### src/rtl/pft_pkg.sv
package pft_pkg;

    localparam int ENTRY_W_DEF     = 48;
    localparam int FRAME_BYTES_DEF = 60;
    localparam int TBL_DEPTH_DEF   = 32;
    localparam int STAT_W_DEF      = 16;

    typedef enum logic {
        ST_IDLE = 1'b0,
        ST_SEND = 1'b1
    } tx_state_e;

endpackage

### src/rtl/pft_table.sv
module pft_table #(
    parameter int DEPTH   = 32,
    parameter int W       = 48,
    parameter int DST_IDX = 0,
    parameter int SRC_IDX = 1,
    parameter int CTL_IDX = 20,
    localparam int AW     = $clog2(DEPTH)
) (
    input  logic          clk,
    input  logic          rst_n,
    input  logic          we,
    input  logic [AW-1:0] addr,
    input  logic [W-1:0]  wdata,
    output logic [W-1:0]  dst_word,
    output logic [W-1:0]  src_word,
    output logic [W-1:0]  ctl_word
);

    logic [W-1:0] rows [DEPTH];

    for (genvar i = 0; i < DEPTH; i++) begin : g_ent
        logic [W-1:0] ent_d, ent_q;

        always_comb begin
            ent_d = ent_q;
            if (we && addr == AW'(i)) begin
                ent_d = wdata;
            end
        end

        always_ff @(posedge clk) begin
            if (!rst_n) ent_q <= '0;
            else        ent_q <= ent_d;
        end

        assign rows[i] = ent_q;
    end

    assign dst_word = rows[DST_IDX];
    assign src_word = rows[SRC_IDX];
    assign ctl_word = rows[CTL_IDX];

endmodule

### src/rtl/pft_seq.sv
module pft_seq
    import pft_pkg::*;
#(
    parameter int FRAME_BYTES = 60,
    parameter int ENTRY_W     = 48,
    localparam int CNT_W      = $clog2(FRAME_BYTES),
    localparam int BPE        = ENTRY_W / 8
) (
    input  logic               clk,
    input  logic               rst_n,
    input  logic               start_req,
    input  logic               norm_busy,
    input  logic [ENTRY_W-1:0] dst_word,
    input  logic [ENTRY_W-1:0] src_word,
    input  logic [ENTRY_W-1:0] ctl_word,
    input  logic               tx_ready,
    output logic               tx_valid,
    output logic [7:0]         tx_data,
    output logic               tx_last,
    output logic               done
);

    localparam logic [CNT_W-1:0] LAST_CNT = CNT_W'(FRAME_BYTES - 1);

    typedef struct packed {
        tx_state_e        st;
        logic [CNT_W-1:0] cnt;
    } seq_t;

    seq_t seq_d, seq_q;
    logic fire;

    function automatic logic [7:0] pick(input logic [ENTRY_W-1:0] w, input int k);
        logic [ENTRY_W-1:0] s;
        s = w >> (8 * (BPE - 1 - k));
        return s[7:0];
    endfunction

    always_comb begin
        seq_d = seq_q;
        fire  = (seq_q.st == ST_SEND) && tx_ready;
        done  = fire && (seq_q.cnt == LAST_CNT);
        case (seq_q.st)
            ST_IDLE: begin
                if (start_req && !norm_busy) begin
                    seq_d.st  = ST_SEND;
                    seq_d.cnt = '0;
                end
            end
            ST_SEND: begin
                if (fire) begin
                    if (seq_q.cnt == LAST_CNT) begin
                        seq_d.st  = ST_IDLE;
                        seq_d.cnt = '0;
                    end else begin
                        seq_d.cnt = seq_q.cnt + 1'b1;
                    end
                end
            end
            default: seq_d = '{st: ST_IDLE, cnt: '0};
        endcase
    end

    always_comb begin
        int idx;
        idx      = int'(seq_q.cnt);
        tx_valid = (seq_q.st == ST_SEND);
        tx_last  = tx_valid && (seq_q.cnt == LAST_CNT);
        if (!tx_valid)           tx_data = '0;
        else if (idx < BPE)      tx_data = pick(dst_word, idx);
        else if (idx < 2 * BPE)  tx_data = pick(src_word, idx - BPE);
        else if (idx < 3 * BPE)  tx_data = pick(ctl_word, idx - 2 * BPE);
        else                     tx_data = '0;
    end

    always_ff @(posedge clk) begin
        if (!rst_n) seq_q <= '{st: ST_IDLE, cnt: '0};
        else        seq_q <= seq_d;
    end


    hold_stable_chk: assert property (@(posedge clk) disable iff (!rst_n)
        (tx_valid && !tx_ready) |=> (tx_valid && $stable(tx_data) && $stable(tx_last)));


    last_in_frame_chk: assert property (@(posedge clk) disable iff (!rst_n)
        tx_last |-> tx_valid);


    start_idle_path_chk: assert property (@(posedge clk) disable iff (!rst_n)
        $rose(tx_valid) |-> $past(!norm_busy && start_req));

endmodule

### src/rtl/pft_csr.sv
module pft_csr #(
    parameter int FRAME_BYTES = 60,
    parameter int STAT_W      = 16,
    parameter int IEN_W       = 16,
    parameter int IRQ_BIT     = 10
) (
    input  logic              clk,
    input  logic              rst_n,
    input  logic              sp_set,
    input  logic              ien_wr,
    input  logic [IEN_W-1:0]  ien_wdata,
    input  logic              irq_ack,
    input  logic              done,
    output logic              sp_pending,
    output logic              irq,
    output logic [STAT_W-1:0] ctl_status
);

    localparam logic [STAT_W-1:0] STAT_DONE = STAT_W'((FRAME_BYTES << 8) | 1);

    typedef struct packed {
        logic              sp;
        logic [IEN_W-1:0]  ien;
        logic              irq;
        logic [STAT_W-1:0] stat;
    } csr_t;

    csr_t csr_d, csr_q;

    always_comb begin
        csr_d = csr_q;
        if (sp_set)    csr_d.sp = 1'b1;
        else if (done) csr_d.sp = 1'b0;
        if (ien_wr)    csr_d.ien = ien_wdata;
        if (done && csr_q.ien[IRQ_BIT]) csr_d.irq = 1'b1;
        else if (irq_ack)               csr_d.irq = 1'b0;
        if (done)      csr_d.stat = STAT_DONE;
    end

    always_ff @(posedge clk) begin
        if (!rst_n) csr_q <= '0;
        else        csr_q <= csr_d;
    end

    assign sp_pending = csr_q.sp;
    assign irq        = csr_q.irq;
    assign ctl_status = csr_q.stat;


    sp_self_clear_chk: assert property (@(posedge clk) disable iff (!rst_n)
        (done && !sp_set) |=> !sp_pending);


    status_write_chk: assert property (@(posedge clk) disable iff (!rst_n)
        done |=> (ctl_status == STAT_DONE));


    irq_masked_chk: assert property (@(posedge clk) disable iff (!rst_n)
        $rose(irq) |-> $past(done && csr_q.ien[IRQ_BIT]));

endmodule

### src/rtl/pause_frame_tx.sv
module pause_frame_tx
    import pft_pkg::*;
#(
    parameter int TBL_DEPTH   = TBL_DEPTH_DEF,
    parameter int ENTRY_W     = ENTRY_W_DEF,
    parameter int FRAME_BYTES = FRAME_BYTES_DEF,
    parameter int STAT_W      = STAT_W_DEF,
    parameter int IEN_W       = 16,
    parameter int IRQ_BIT     = 10,
    parameter int DST_IDX     = 0,
    parameter int SRC_IDX     = 1,
    parameter int CTL_IDX     = 20,
    localparam int TBL_AW     = $clog2(TBL_DEPTH)
) (
    input  logic               clk,
    input  logic               rst_n,
    input  logic               tbl_we,
    input  logic [TBL_AW-1:0]  tbl_addr,
    input  logic [ENTRY_W-1:0] tbl_wdata,
    input  logic               sp_set,
    output logic               sp_pending,
    input  logic               norm_busy,
    input  logic               ien_wr,
    input  logic [IEN_W-1:0]   ien_wdata,
    input  logic               irq_ack,
    output logic               irq,
    output logic [STAT_W-1:0]  ctl_status,
    output logic               tx_valid,
    input  logic               tx_ready,
    output logic [7:0]         tx_data,
    output logic               tx_last
);

    logic [ENTRY_W-1:0] dst_word, src_word, ctl_word;
    logic               done;

    pft_table #(
        .DEPTH(TBL_DEPTH), .W(ENTRY_W),
        .DST_IDX(DST_IDX), .SRC_IDX(SRC_IDX), .CTL_IDX(CTL_IDX)
    ) u_table (
        .clk(clk), .rst_n(rst_n), .we(tbl_we), .addr(tbl_addr), .wdata(tbl_wdata),
        .dst_word(dst_word), .src_word(src_word), .ctl_word(ctl_word)
    );

    pft_seq #(
        .FRAME_BYTES(FRAME_BYTES), .ENTRY_W(ENTRY_W)
    ) u_seq (
        .clk(clk), .rst_n(rst_n), .start_req(sp_pending), .norm_busy(norm_busy),
        .dst_word(dst_word), .src_word(src_word), .ctl_word(ctl_word),
        .tx_ready(tx_ready), .tx_valid(tx_valid), .tx_data(tx_data),
        .tx_last(tx_last), .done(done)
    );

    pft_csr #(
        .FRAME_BYTES(FRAME_BYTES), .STAT_W(STAT_W), .IEN_W(IEN_W), .IRQ_BIT(IRQ_BIT)
    ) u_csr (
        .clk(clk), .rst_n(rst_n), .sp_set(sp_set), .ien_wr(ien_wr),
        .ien_wdata(ien_wdata), .irq_ack(irq_ack), .done(done),
        .sp_pending(sp_pending), .irq(irq), .ctl_status(ctl_status)
    );


    valid_needs_pending_chk: assert property (@(posedge clk) disable iff (!rst_n)
        tx_valid |-> sp_pending);

endmodule

### config.mk
export PLATFORM = sky130hd
export DESIGN_NAME = pause_frame_tx
export DESIGN_NICKNAME = d
export VERILOG_FILES = /design/src/rtl/pft_pkg.sv /design/src/rtl/pft_table.sv /design/src/rtl/pft_seq.sv /design/src/rtl/pft_csr.sv /design/src/rtl/pause_frame_tx.sv
export SDC_FILE = /design/constraint.sdc
export NUM_CORES = 1
export LEC_CHECK = 0
export BUFFER_PORTS_ARGS = -buffer_cell sky130_fd_sc_hd__buf_4
export CORE_MARGIN = 2
export CORE_UTILIZATION = 50
export CTS_BUF_LIST = sky130_fd_sc_hd__clkbuf_4 sky130_fd_sc_hd__clkbuf_8
export DETAILED_ROUTE_END_ITERATION = 10
export PLACE_DENSITY = 0.71
export SYNTH_ARGS = -nofsm -noshare
export SYNTH_HDL_FRONTEND = slang
export SYNTH_SLANG_ARGS = --single-unit
### constraint.sdc
create_clock -name clk -period 4.5 [get_ports clk]
set_clock_uncertainty 0.1 [all_clocks]
set_input_delay 0.675 -clock clk [delete_from_list [all_inputs] [get_ports clk]]
set_output_delay 0.675 -clock clk [all_outputs]
set_load 0.03 [all_outputs]
[Yosys cells after proc, flatten, opt, wreduce, memory -nomap -nowiden]
Index checks and enable logic that the tools add are counted.
Word-level totals
  flip-flop bits (word level): 165
Cells by class
  add/subtract/negate cells: 6
  $lt $le $gt $ge: 3
  equal/unequal tests: 5
  shift operators: 3
  muxes and demuxes: 13
  bitwise logic cells: 1
  reduce and logical (&&, ||, !) cells: 13
Operators by type and width (count)
  $shr A48 B32 Y8: 3
  $sub A4 B29 Y29 const A: 2
  $mux W8: 4
  $mux W7: 2
  $pmux W7 S2: 1
  $logic_and A1 B1 Y1: 8
  $sub A3 B6 Y7 const A: 1
  $sub A6 B3 Y7 const B: 1
  $sub A6 B4 Y7 const B: 1
  $add A6 B1 Y6 const B: 1
  $eq A6 B6 Y1 const B: 1
  $lt A6 B3 Y1 const B: 1
  $lt A6 B4 Y1 const B: 1
  $lt A6 B5 Y1 const B: 1
  $mux W6: 1
  $eq A5 B1 Y1 const B: 1
  $eq A5 B5 Y1 const B: 1
  $logic_not A5 Y1: 1
  $mux W1: 5
  $reduce_bool A2 Y1: 2
  $ne A2 B1 Y1 const B: 1
  $ne A2 B2 Y1 const B: 1
  $reduce_and A2 Y1: 1
  $logic_not A1 Y1: 1
  $not A1 Y1: 1

[Depth between registers and ports, before layout]
Gate-level depths: netlist of the first run.
  depth in word-level cells: 7
  depth in mapped cells: 17

[By module]
From an unflattened synthesis of the first run, not the netlist that was laid out.
Second synthesis, totals
  cell total of the unflattened synthesis: 800
  area, all modules: 7552.2 um^2
By module, submodules not included
  pft_table: times used 1, cells an instance 522, area each 5253.8 um^2
  pft_seq: times used 1, cells an instance 249, area each 2039.5 um^2
  pft_csr: times used 1, cells an instance 29, area each 259.0 um^2

[Least setup slack after synthesis of the first run]
Ideal clock, no wire load.
  path kind: flip-flop to output port
  start point: register u_seq.seq_q[1] (netlist name)
  end point: output tx_data[6]
  arrival: 3.601 ns
  path slack: 0.124 ns
  cell stages (with the launch flop): 17
  path through: dfxtp_1 buf_6 buf_12 buf_6 inv_1 ha_1 buf_2 clkinv_1 o2bb2ai_1 o2111ai_1 ha_1 nor4bb_1 nand3_1 and4b_1 buf_4 nand4_1 a31oi_1
Between the ends
  cells in the longest elaborated chain, start to end: 7
  elaborated cells on any way between the ends: 15
  those cells by class: add/sub: 5; order compare: 3; shift: 3; mux: 4
Ends and longest elaborated chain
  start, declared: line pft_seq.sv:30  | seq_t seq_d, seq_q;
  start signal, assigned: line pft_seq.sv:77  | if (!rst_n) seq_q <= '{st: ST_IDLE, cnt: '0};
  start signal, assigned: line pft_seq.sv:78  | else seq_q <= seq_d;
  $sub A6 B4 Y7: line pft_seq.sv:72  | else if (idx < 3 * BPE) tx_data = pick(ctl_word, idx - 2 * BPE);
  $sub A4 B29 Y29: line pft_seq.sv:35  | s = w >> (8 * (BPE - 1 - k));
  $shr A48 B32 Y8: line pft_seq.sv:35
  $mux W8: line pft_seq.sv:72
  $mux W8: line pft_seq.sv:71  | else if (idx < 2 * BPE) tx_data = pick(src_word, idx - BPE);
  $mux W8 (*): line pft_seq.sv:70  | else if (idx < BPE) tx_data = pick(dst_word, idx);
  $mux W8 (*): line pft_seq.sv:69  | if (!tx_valid) tx_data = '0;
  end, declared: line pause_frame_tx.sv:30  | output logic [7:0] tx_data,
Mark *: on every way between the ends. The rest lies on a longest branch, timed or not.

[Worst setup path in the final report of the first run]
  start point: register u_seq.seq_q[1] (netlist name)
  end point: output tx_data[1]
The elaborated chain is that of the path after synthesis.

==> impl_results.md, run 1 <==
* Status: finished, final reports clean
* Maximum VDD drop at 0.215 mV
* Critical path buffers and inverters at 4
* Overall routing resource usage at 23.8%
* Compound-gate portion of the synthesized area at 19.3%
* Clock power share at 42.3%
* Crit share post-route at 96.4%
* Worst Path Arrival at 3.56 ns
* Worst slew pin tran at 1.06 ns
* Initial antenna violation count at 0
* Peak Freq at 231 MHz
* Total clock buffers created by CTS at 17
* Post-route minimum period at 4.34 ns
* Sequential power share at 51.4%
* Post-synth top cells: 318 x nand2_1, 155 x dfxtp_1, 103 x a21boi_0, 42 x a21boi_1, 39 x clkbuf_1
* Detailed Place HPWL at 13700 um
* Critical path required time at 3.72 ns
* Post-synthesis adder-cell area fraction at 3.23%
* PwrDens at 296 nW/um^2
* Mux contribution to synthesized area at 10.9%
* Layout Nets at 1072
* Reg2reg path depth at 5
* Async set or reset register ratio after synthesis at 0%
* Sw power at 0.630 mW
* Drt drc at 0
* Gp weighted congestion at 0.872
* Overall die height at 132 um
* Crit Path Max Fanout at 13
* Area delta synth->final at 12.8%
* Max stage delay on crit path at 0.41 ns
* CTS tree: built
* Endpoints failing hold at 0
* First-pass GRT wire length at 32700 um
* Top-level I/O count at 105
* Gate Count Post-Synth at 935
* Lkg Pwr at 3.20 nW
* Xor and xnor area share after synthesis at 0.739%
* Initial DRC Count at 510
* Gate power share at 6.3%
* Sw Ratio at 23.2%
* Hold Path Depth at 3
* Post-route ant nets at 0
* Count leader, synth: nand2_1
* Routed wire per std cell at 16.9 um
* Slew margin rel. at 29.2%
* Port bufs at 78
* Layout cells sized above 1 at 18.7%
* Crit path top cell by count: ha_1
* Share of the synthesized area in the top cell type at 38.2%
* Vias in the first global route at 5952
* Rows at 46
* Setup Viol. Count Final at 0
* Final wirelength at 20400 um
* Ant. Diodes at 0
* Clk sinks at 155
* First-pass DRT Iterations at 5
* Max Cap Viol at 0
* Vias per Instance at 5.52
* Area leader, netlist: dfxtp_1
* Yosys warns at 0
* Number of hold buffers added after CTS at 0
* Clk_lat worst skew at 0.46 ns
* Worst Setup Start Kind: flop
* Cell area after layout at 9170 um^2
* WP depth at 13
* Simple-gate share of the synthesized area at 20.8%
* CTS root buffer: clkbuf_8
* Total die area at 17300 um^2
* Die width at 132 um
* DR vias at 6640
* Clock transition at the registers of the reported paths at 0.08 ns
* Final Max Slew Viols at 0
* Clock Tree Buf Depth at 2
* Design Power at 2.71 mW
* CP Capture Type: primary output
* Leading post-synthesis cells by cell area: dfxtp_1 38%, nand2_1 15%, a21boi_0 9.5%, a21boi_1 3.9%, mux4_2 3.6%
* Worst-path cell chain: inv_1, ha_1, buf_6, clkinv_1, o2bb2ai_2, o2111ai_1, ha_1, nor4bb_2, nand3_1, and4b_2, nand4_1, a31oi_2, buf_4
* Total global routing overflow at 0
* Initial Util at 51.2%
* Int Pwr at 2.08 mW
* Largest net degree at the start of global routing at 115
* Core footprint at 15900 um^2
* Post-Syn Area at 8130 um^2
* Slowest-stage cell, CP: and4b_2
* H-tree depth at 4
* Top FF cell, synth: dfxtp_1
* Hold_ws at 0.344 ns
* CP Class: flop to primary output
* #FFs+latches synth at 155
* Avg Inst Size Synth at 8.69 um^2
* DP Area at 8640 um^2
* Main combinational cell family by area after synthesis: simple AND/OR/NAND/NOR gates
* Largest delay share family, worst path: simple AND/OR/NAND/NOR gates
* EDFF count, synth at 0
* HP Class: input pin to flop
* Number of distinct library cells after synthesis at 63
* Sequential area share after synthesis at 38.2%
## power by group through the flow
| stage | clock network, mW | logic, mW | registers [mW] |
|---|---|---|---|
| global route | 1.22 | 0.182 | 1.39 |
| detailed placement | 0 | 0.170 | 1.42 |
| CTS | 1.16 | 0.170 | 1.39 |
| floorplan | 0 | 0.0980 | 1.42 |
| finish | 1.15 | 0.170 | 1.39 |
| global placement | 0 | 0.169 | 1.42 |
## metrics by stage
step / utilization, % / setup WS [ns] / TNS [ns] / instances
CTS: 57.2 / 0.0156 / 0 / 1202
global placement: 54.4 / 0.466 / 0 / 1170
floorplan: - / 0.124 / 0 / 945
global route: 57.7 / -0.0423 / -0.181 / 1203
finish: 57.7 / 0.162 / 0 / 1203
detailed placement: 54.4 / 0.409 / 0 / 1170
## area by class of cell
class | instances | area (um^2)
Timing Repair Buffer | 94 | 709
Sequential cell | 155 | 3110
Multi-Input combinational cell | 694 | 4590
Fill cell | 1486 | 6720
Clock buffer | 22 | 303
Inverter | 12 | 45.0
Clock inverter | 10 | 136
Tap cell | 216 | 270
## final timing paths
| check | start | to | slack (ns) |
|---|---|---|---|
| max reg2reg | u_seq.seq_q[0] | u_seq.seq_q[2] | 2.54 |
| min reg2reg | u_table.dst_word[32] | u_table.dst_word[32] | 0.35 |
| min | sp_set | u_csr.sp_pending | 0.34 |
| max | u_seq.seq_q[1] | tx_data[1] | 0.16 |
## registers in the layout (all words and copies together), names as in the netlist
name / flops
u_csr.irq: 1
u_table.dst_word: 48
u_seq.tx_valid: 1
u_csr.sp_pending: 1
u_seq.seq_q: 6
u_csr.csr_q: 1
u_table.ctl_word: 48
u_table.src_word: 48
u_csr.ctl_status: 1
## metal layers
layer  global-route usage, %  part of all wire (%)
met1                    34.1                    47
met2                    36.0                    44
met3                    5.02                   6.6
met4                    7.55                   1.6
met5                       0                     0
## logic make-up (layout without fill, tap and decap cells)
kind of cell,after synthesis,in the layout
compound gates,208,208
mux,54,54
xor+xnor,6,6
simple gates,394,394
other cells,1,11
fa+ha+maj,21,21
flops,155,155
buf+inv,96,138
## cells in the final DEF, fill, tap and decap left out, types with 4 or more instances in the layout
| cell | n |
|---|---|
| mux2i_1 | 13 |
| mux4_1 | 10 |
| buf_4 | 93 |
| and2_1 | 4 |
| inv_1 | 11 |
| o22ai_1 | 8 |
| nor2b_1 | 9 |
| conb_1 | 11 |
| a21boi_0 | 103 |
| nand3_1 | 5 |
| a21boi_1 | 42 |
| clkbuf_8 | 22 |
| o21ai_0 | 8 |
| mux4_2 | 13 |
| nand4_1 | 17 |
| a221o_1 | 8 |
| nor3_1 | 5 |
| nor2_1 | 10 |
| nand2b_1 | 4 |
| a31oi_2 | 6 |
| nand2_1 | 318 |
| dfxtp_1 | 151 |
| ha_1 | 19 |
| a22o_1 | 6 |
| mux2_2 | 16 |
| a21oi_1 | 7 |
## worst reg2reg max path, delay by kind of cell, from the launching register on
| kind | cells | cell delay, ns |
|---|---|---|
| flops | 1 | 0.76 |
| compound gates | 1 | 0.24 |
| fa+ha+maj | 1 | 0.30 |
| simple gates | 3 | 0.46 |
## repair_timing
item	4_1_cts	5_1_grt
buffers inserted	0	1
setup endpoints to repair	8	8
gates resized for setup	3	17
pin swaps	0	1
No activity file was read; power rests on OpenSTA's default activity.
==> inputs of run 2 (changes only) <==
- CORE_UTILIZATION: 50 -> 45
- PLACE_DENSITY: 0.71 -> unset
- SETUP_SLACK_MARGIN: unset -> 0.2
==> run 2 against run 1 <==
Critical path depth is 2 lower. Highest routed layer unchanged. Routed wire length rose by 8.2%. Non-clock buffer count up 11. Clock power decreased by 5%. Largest power group unchanged. Critical path type unchanged.
==> impl_results.md, run 2 (synthesized netlist as in run 1, its figures left out) <==
* Largest delay share family, worst path: simple AND/OR/NAND/NOR gates (unchanged)
* HP Class: flop to flop (was input pin to flop)
* TNS Setup at 0 ns (unchanged)
* Area delta synth->final at 16.0% (was 12.8%)
* PwrDens at 281 nW/um^2 (was 296 nW/um^2)
* Sequential cell area at 3110 um^2 (about the same)
* Final wirelength at 22000 um (was 20400 um)
* Final Max Slew Viols at 0 (unchanged)
* CP Class: flop to primary output (unchanged)
* Critical path buffers and inverters at 2 (was 4)
* Worst slew pin tran at 1.07 ns (was 1.06 ns)
* Clock transition at the registers of the reported paths at 0.08 ns (about the same)
* Total clock buffers created by CTS at 17 (unchanged)
* Clk sinks at 155 (unchanged)
* Maximum VDD drop at 0.278 mV (was 0.215 mV)
* Max Cap Viol at 0 (unchanged)
* Most common cell after layout, fill and taps aside: nand2_1 (unchanged)
* Layout Nets at 1084 (was 1072)
* Vias per Instance at 5.44 (was 5.52)
* Initial DRC Count at 495 (was 510)
* Post-route minimum period at 4.21 ns (was 4.34 ns)
* Slowest-stage cell, CP: or4_4 (was and4b_2)
* Crit share post-route at 93.5% (was 96.4%)
* Top-level I/O count at 105 (unchanged)
* Die width at 138 um (was 132 um)
* Clk_lat worst skew at 0.45 ns (was 0.46 ns)
* Lkg Pwr at 3.28 nW (was 3.20 nW)
* Clock Tree Buf Depth at 2 (unchanged)
* Crit Path Max Fanout at 8 (was 13)
* Overall routing resource usage at 22.4% (was 23.8%)
* Rows at 49 (was 46)
* Worst Setup Start Kind: flop (unchanged)
* Number of hold buffers added after CTS at 0 (unchanged)
* Fillcell total at 1704 (was 1486)
* Hold_ws at 0.352 ns (was 0.344 ns)
* Critical path required time at 3.72 ns (about the same)
* Layout cells sized above 1 at 21.0% (was 18.7%)
* Final Core Density at 52.9% (was 57.7%)
* Ant. Diodes at 0 (unchanged)
* RSZ-0062 raised after global routing: true
* Worst-path cell chain: ha_4, buf_6, or4_4, o2111ai_2, ha_1, nor4bb_4, nand3_1, and4b_4, nand4_1, a31oi_4, buf_6 (was inv_1, ha_1, buf_6, clkinv_1, o2bb2ai_2, o2111ai_1, ha_1, nor4bb_2, nand3_1, and4b_2, nand4_1, a31oi_2, buf_4)
* Crit path top cell by count: buf_6 (was ha_1)
* Max stage delay on crit path at 0.58 ns (was 0.41 ns)
* Overall die height at 138 um (was 132 um)
* Setup Viol. Count Final at 0 (unchanged)
* Initial antenna violation count at 0 (unchanged)
* Vias in the first global route at 6198 (was 5952)
* CTS tree: built (unchanged)
* Status: finished, final reports clean (unchanged)
* Total global routing overflow at 0 (unchanged)
* Detailed Place HPWL at 14400 um (was 13700 um)
* Post-route ant nets at 0 (unchanged)
* Worst Path Arrival at 3.43 ns (was 3.56 ns)
* H-tree depth at 4 (unchanged)
* Endpoints failing hold at 0 (unchanged)
* First-pass GRT wire length at 34400 um (was 32700 um)
* CTS root buffer: clkbuf_8 (unchanged)
* Drt drc at 0 (unchanged)
* Total die area at 19200 um^2 (was 17300 um^2)
* CP Capture Type: primary output (unchanged)
* Largest net degree at the start of global routing at 84 (was 115)
* Initial Util at 45.6% (was 51.2%)
* DR vias at 6670 (was 6640)
* Multi-input logic area at 4740 um^2 (was 4590 um^2)
* First-pass DRT Iterations at 5 (unchanged)
* Port bufs at 78 (unchanged)
* Routed wire per std cell at 18.0 um (was 16.9 um)
* Peak Freq at 238 MHz (was 231 MHz)
* Most frequent cells in the layout: 318 x nand2_1, 151 x dfxtp_1, 103 x a21boi_0 (unchanged)
* Gp weighted congestion at 0.824 (was 0.872)
* Core footprint at 17800 um^2 (was 15900 um^2)
* Slew margin rel. at 28.5% (was 29.2%)
* Design Power at 2.65 mW (was 2.71 mW)
run 2: cell count changes in the layout (fill, tap and decap cells not counted), sizes merged:
cell / change
clkinvlp: -2
or4: +1
clkinv: +2
buf: +11
bufinv: -1
run 2: tightest hold or removal path: stages, from the launching register on:
cell and delay, ns:
dfxtp_1 0.31, nand2_1 0.05, a21boi_1 0.05
run 2: cell type report:
type | count | area share, %
Multi-Input combinational cell | 695 | 50.2
Sequential cell | 155 | 33.0
Timing Repair Buffer | 105 | 8.81
Clock buffer | 22 | 3.14
Tap cell | 229 | 3.04
Clock inverter | 9 | 1.19
Inverter | 12 | 0.570
run 2: metrics by stage:
stage               std cells  instance area, um^2  worst slack [ns]
finish                   1227                 9430             0.290
floorplan                 945                 8220             0.250
CTS                      1217                 9200             0.212
global route             1227                 9430             0.146
detailed placement       1185                 8730             0.362
global placement         1185                 8730             0.401
run 2: report_power, final:
group | switching, mW | total, mW | internal [mW]
Sequential | 0.00929 | 1.39 | 1.38
Clock | 0.530 | 1.09 | 0.559
Combinational | 0.0956 | 0.174 | 0.0780
Total | 0.635 | 2.65 | 2.02
run 2: path summary, 6_finish.rpt:
kind | start | end | slack [ns] | cells past startpoint
setup / recovery | u_seq.seq_q[2] | tx_data[7] | 0.29 | 11
hold / removal | u_table.dst_word[31] | u_table.dst_word[31] | 0.35 | 2
setup reg to reg | u_seq.seq_q[1] | u_seq.seq_q[2] | 2.51 | 6
hold reg to reg | u_table.dst_word[31] | u_table.dst_word[31] | 0.35 | 2
run 2: layer usage:
layer  up-vias  wire, um  global-route usage, %
li1       3304         -                      -
met1      3185     10600                   31.9
met2       164     10100                   35.5
met3        17      1140                   4.71
met4         0       191                   4.35
met5         -         0                      0
run 2: what timing repair did:
action,CTS,global route
gates resized for setup,14,32
setup endpoints to repair,8,8
pin swaps,3,13
cloned,0,1
setup buffers,1,9
==> inputs of run 3 (changes only) <==
- BUFFER_PORTS_ARGS: -buffer_cell sky130_fd_sc_hd__buf_4 -> unset
- DONT_BUFFER_PORTS: unset -> 1
==> run 3 against run 2 <==
Die area stayed put. Maximum frequency up 2.0%. Critical path depth grew 2. Non-clock buffer count decreased by 72. Critical path type unchanged. Critical endpoint unchanged. Largest cell class unchanged.
==> impl_results.md, run 3 (synthesized netlist as in run 1, its figures left out) <==
* Top-level I/O count at 105 (unchanged)
* DP Area at 8200 um^2 (was 8730 um^2)
* Clock Tree Buf Depth at 2 (unchanged)
* Slew margin rel. at 29.7% (was 28.5%)
* Port bufs at 0 (was 78)
* Finished Layout Cells at 1156 (was 1227)
* CP Class: flop to primary output (unchanged)
* Routed wire per std cell at 18.4 um (was 18.0 um)
* Core footprint at 17800 um^2 (unchanged)
* Crit share post-route at 91.8% (was 93.5%)
* Crit Path Max Fanout at 8 (unchanged)
* Vias per Instance at 5.51 (was 5.44)
* CTS tree: built (unchanged)
* Hold Path Depth at 2 (unchanged)
* Max Cap Viol at 0 (unchanged)
* Slowest-stage cell, CP: and4b_4 (was or4_4)
* Design Power at 2.63 mW (was 2.65 mW)
* Endpoints failing hold at 0 (unchanged)
* Critical path required time at 3.72 ns (about the same)
* Clock transition at the registers of the reported paths at 0.09 ns (was 0.08 ns)
* Reg2reg path depth at 5 (was 6)
* Final Max Slew Viols at 0 (unchanged)
* Post-route ant nets at 0 (unchanged)
* RSZ-0062 raised after global routing: false (was true)
* Number of hold buffers added after CTS at 0 (unchanged)
* Final Core Density at 49.8% (was 52.9%)
* Largest net degree at the start of global routing at 154 (was 84)
* Final wirelength at 21300 um (was 22000 um)
* Worst slew pin tran at 1.05 ns (was 1.07 ns)
* Max stage delay on crit path at 0.41 ns (was 0.58 ns)
* Overall die height at 138 um (unchanged)
* Peak Freq at 242 MHz (was 238 MHz)
* PwrDens at 296 nW/um^2 (was 281 nW/um^2)
* Cell area after layout at 8880 um^2 (was 9430 um^2)
* Lkg Pwr at 2.95 nW (was 3.28 nW)
* Drt drc at 0 (unchanged)
* Status: finished, final reports clean (unchanged)
* Gp weighted congestion at 0.826 (was 0.824)
* Hold_ws at 0.241 ns (was 0.352 ns)
* Worst Path Arrival at 3.35 ns (was 3.43 ns)
* Initial Util at 45.6% (unchanged)
* Ant. Diodes at 0 (unchanged)
* DR vias at 6368 (was 6670)
* Detailed Place HPWL at 13900 um (was 14400 um)
* Total global routing overflow at 0 (unchanged)
* Rows at 49 (unchanged)
* Maximum VDD drop at 0.262 mV (was 0.278 mV)
* Initial DRC Count at 540 (was 495)
* First-pass DRT Iterations at 5 (unchanged)
* Worst Setup Start Kind: flop (unchanged)
* Most common cell after layout, fill and taps aside: nand2_1 (unchanged)
* Setup ws final at 0.371 ns (was 0.290 ns)
* Post-route minimum period at 4.13 ns (was 4.21 ns)
* Initial antenna violation count at 0 (unchanged)
* Clk_lat worst skew at 0.45 ns (about the same)
* Worst-path cell chain: inv_2, ha_4, nor2b_2, a21oi_1, o21ai_2, o2111ai_1, ha_1, nor4bb_2, nand3_1, and4b_4, nand4_1, a31oi_2, buf_6 (was ha_4, buf_6, or4_4, o2111ai_2, ha_1, nor4bb_4, nand3_1, and4b_4, nand4_1, a31oi_4, buf_6)
* Layout cells sized above 1 at 14.8% (was 21.0%)
* Cell count after placement at 1114 (was 1185)
* Die width at 138 um (unchanged)
* First-pass GRT wire length at 33000 um (was 34400 um)
* CP Capture Type: primary output (unchanged)
* TNS Setup at 0 ns (unchanged)
* H-tree depth at 4 (unchanged)
* Total clock buffers created by CTS at 17 (unchanged)
* Vias in the first global route at 5896 (was 6198)
* Clk sinks at 155 (unchanged)
* HP Class: input pin to flop (was flop to flop)
* Overall routing resource usage at 21.9% (was 22.4%)
* Total die area at 19200 um^2 (unchanged)
* DP Worst Slack at 0.410 ns (was 0.362 ns)
* Most frequent cells in the layout: 317 x nand2_1, 151 x dfxtp_1, 103 x a21boi_0 (was 318 x nand2_1, 151 x dfxtp_1, 103 x a21boi_0)
* Setup Viol. Count Final at 0 (unchanged)
* CTS root buffer: clkbuf_8 (unchanged)
* Layout Nets at 1012 (was 1084)
* Area delta synth->final at 9.27% (was 16.0%)
## run 3: what timing repair did
| item | 4_1_cts | 5_1_grt |
|---|---|---|
| setup endpoints to repair | 8 | 8 |
| pin swaps | 4 | 9 |
| gates cloned | 0 | 2 |
| gates resized for setup | 16 | 23 |
| buffers inserted | 1 | 7 |
## run 3: worst max-delay path, delay by kind of cell, from the launching register on
| kind | cells | cell delay, ns |
|---|---|---|
| adder cells (fa/ha/maj) | 2 | 0.59 |
| AO/OA/AOI/OAI | 4 | 0.63 |
| AND/OR/NAND/NOR | 5 | 1.05 |
| buffers and inverters | 2 | 0.25 |
| flip-flops | 1 | 0.38 |
## run 3: path summary, 6_finish.rpt
path / start / endpoint / slack, ns
setup / recovery: u_seq.seq_q[1] / tx_data[7] / 0.37
hold reg to reg: u_table.dst_word[31] / u_table.dst_word[31] / 0.35
setup reg to reg: u_seq.seq_q[0] / u_seq.seq_q[3] / 2.59
hold / removal: tbl_wdata[32] / u_table.src_word[32] / 0.24
## run 3: area by class of cell
type / instances / area (um^2)
Clock buffer: 20 / 275
Clock inverter: 12 / 161
Fill cell: 1710 / 8960
Inverter: 12 / 48.8
Multi-Input combinational cell: 695 / 4680
Sequential cell: 155 / 3110
Tap cell: 229 / 287
Timing Repair Buffer: 33 / 319
## run 3: report_power, final
group          switching [mW]  leakage (nW)  internal, mW
combinational          0.0452          1.48        0.0404
clock                   0.552         0.217         0.599
sequential             0.0121          1.25          1.38
total                   0.610          2.95          2.02
## run 3: routing by layer
layer  track usage (%)  wire length [um]  vias to the layer above
met2              34.4              9700                      162
met4              4.08               209                        0
met1              30.1              9950                     3033
met3              6.55              1450                       18
met5                 0                 0                        -
li1                  -                 -                     3155
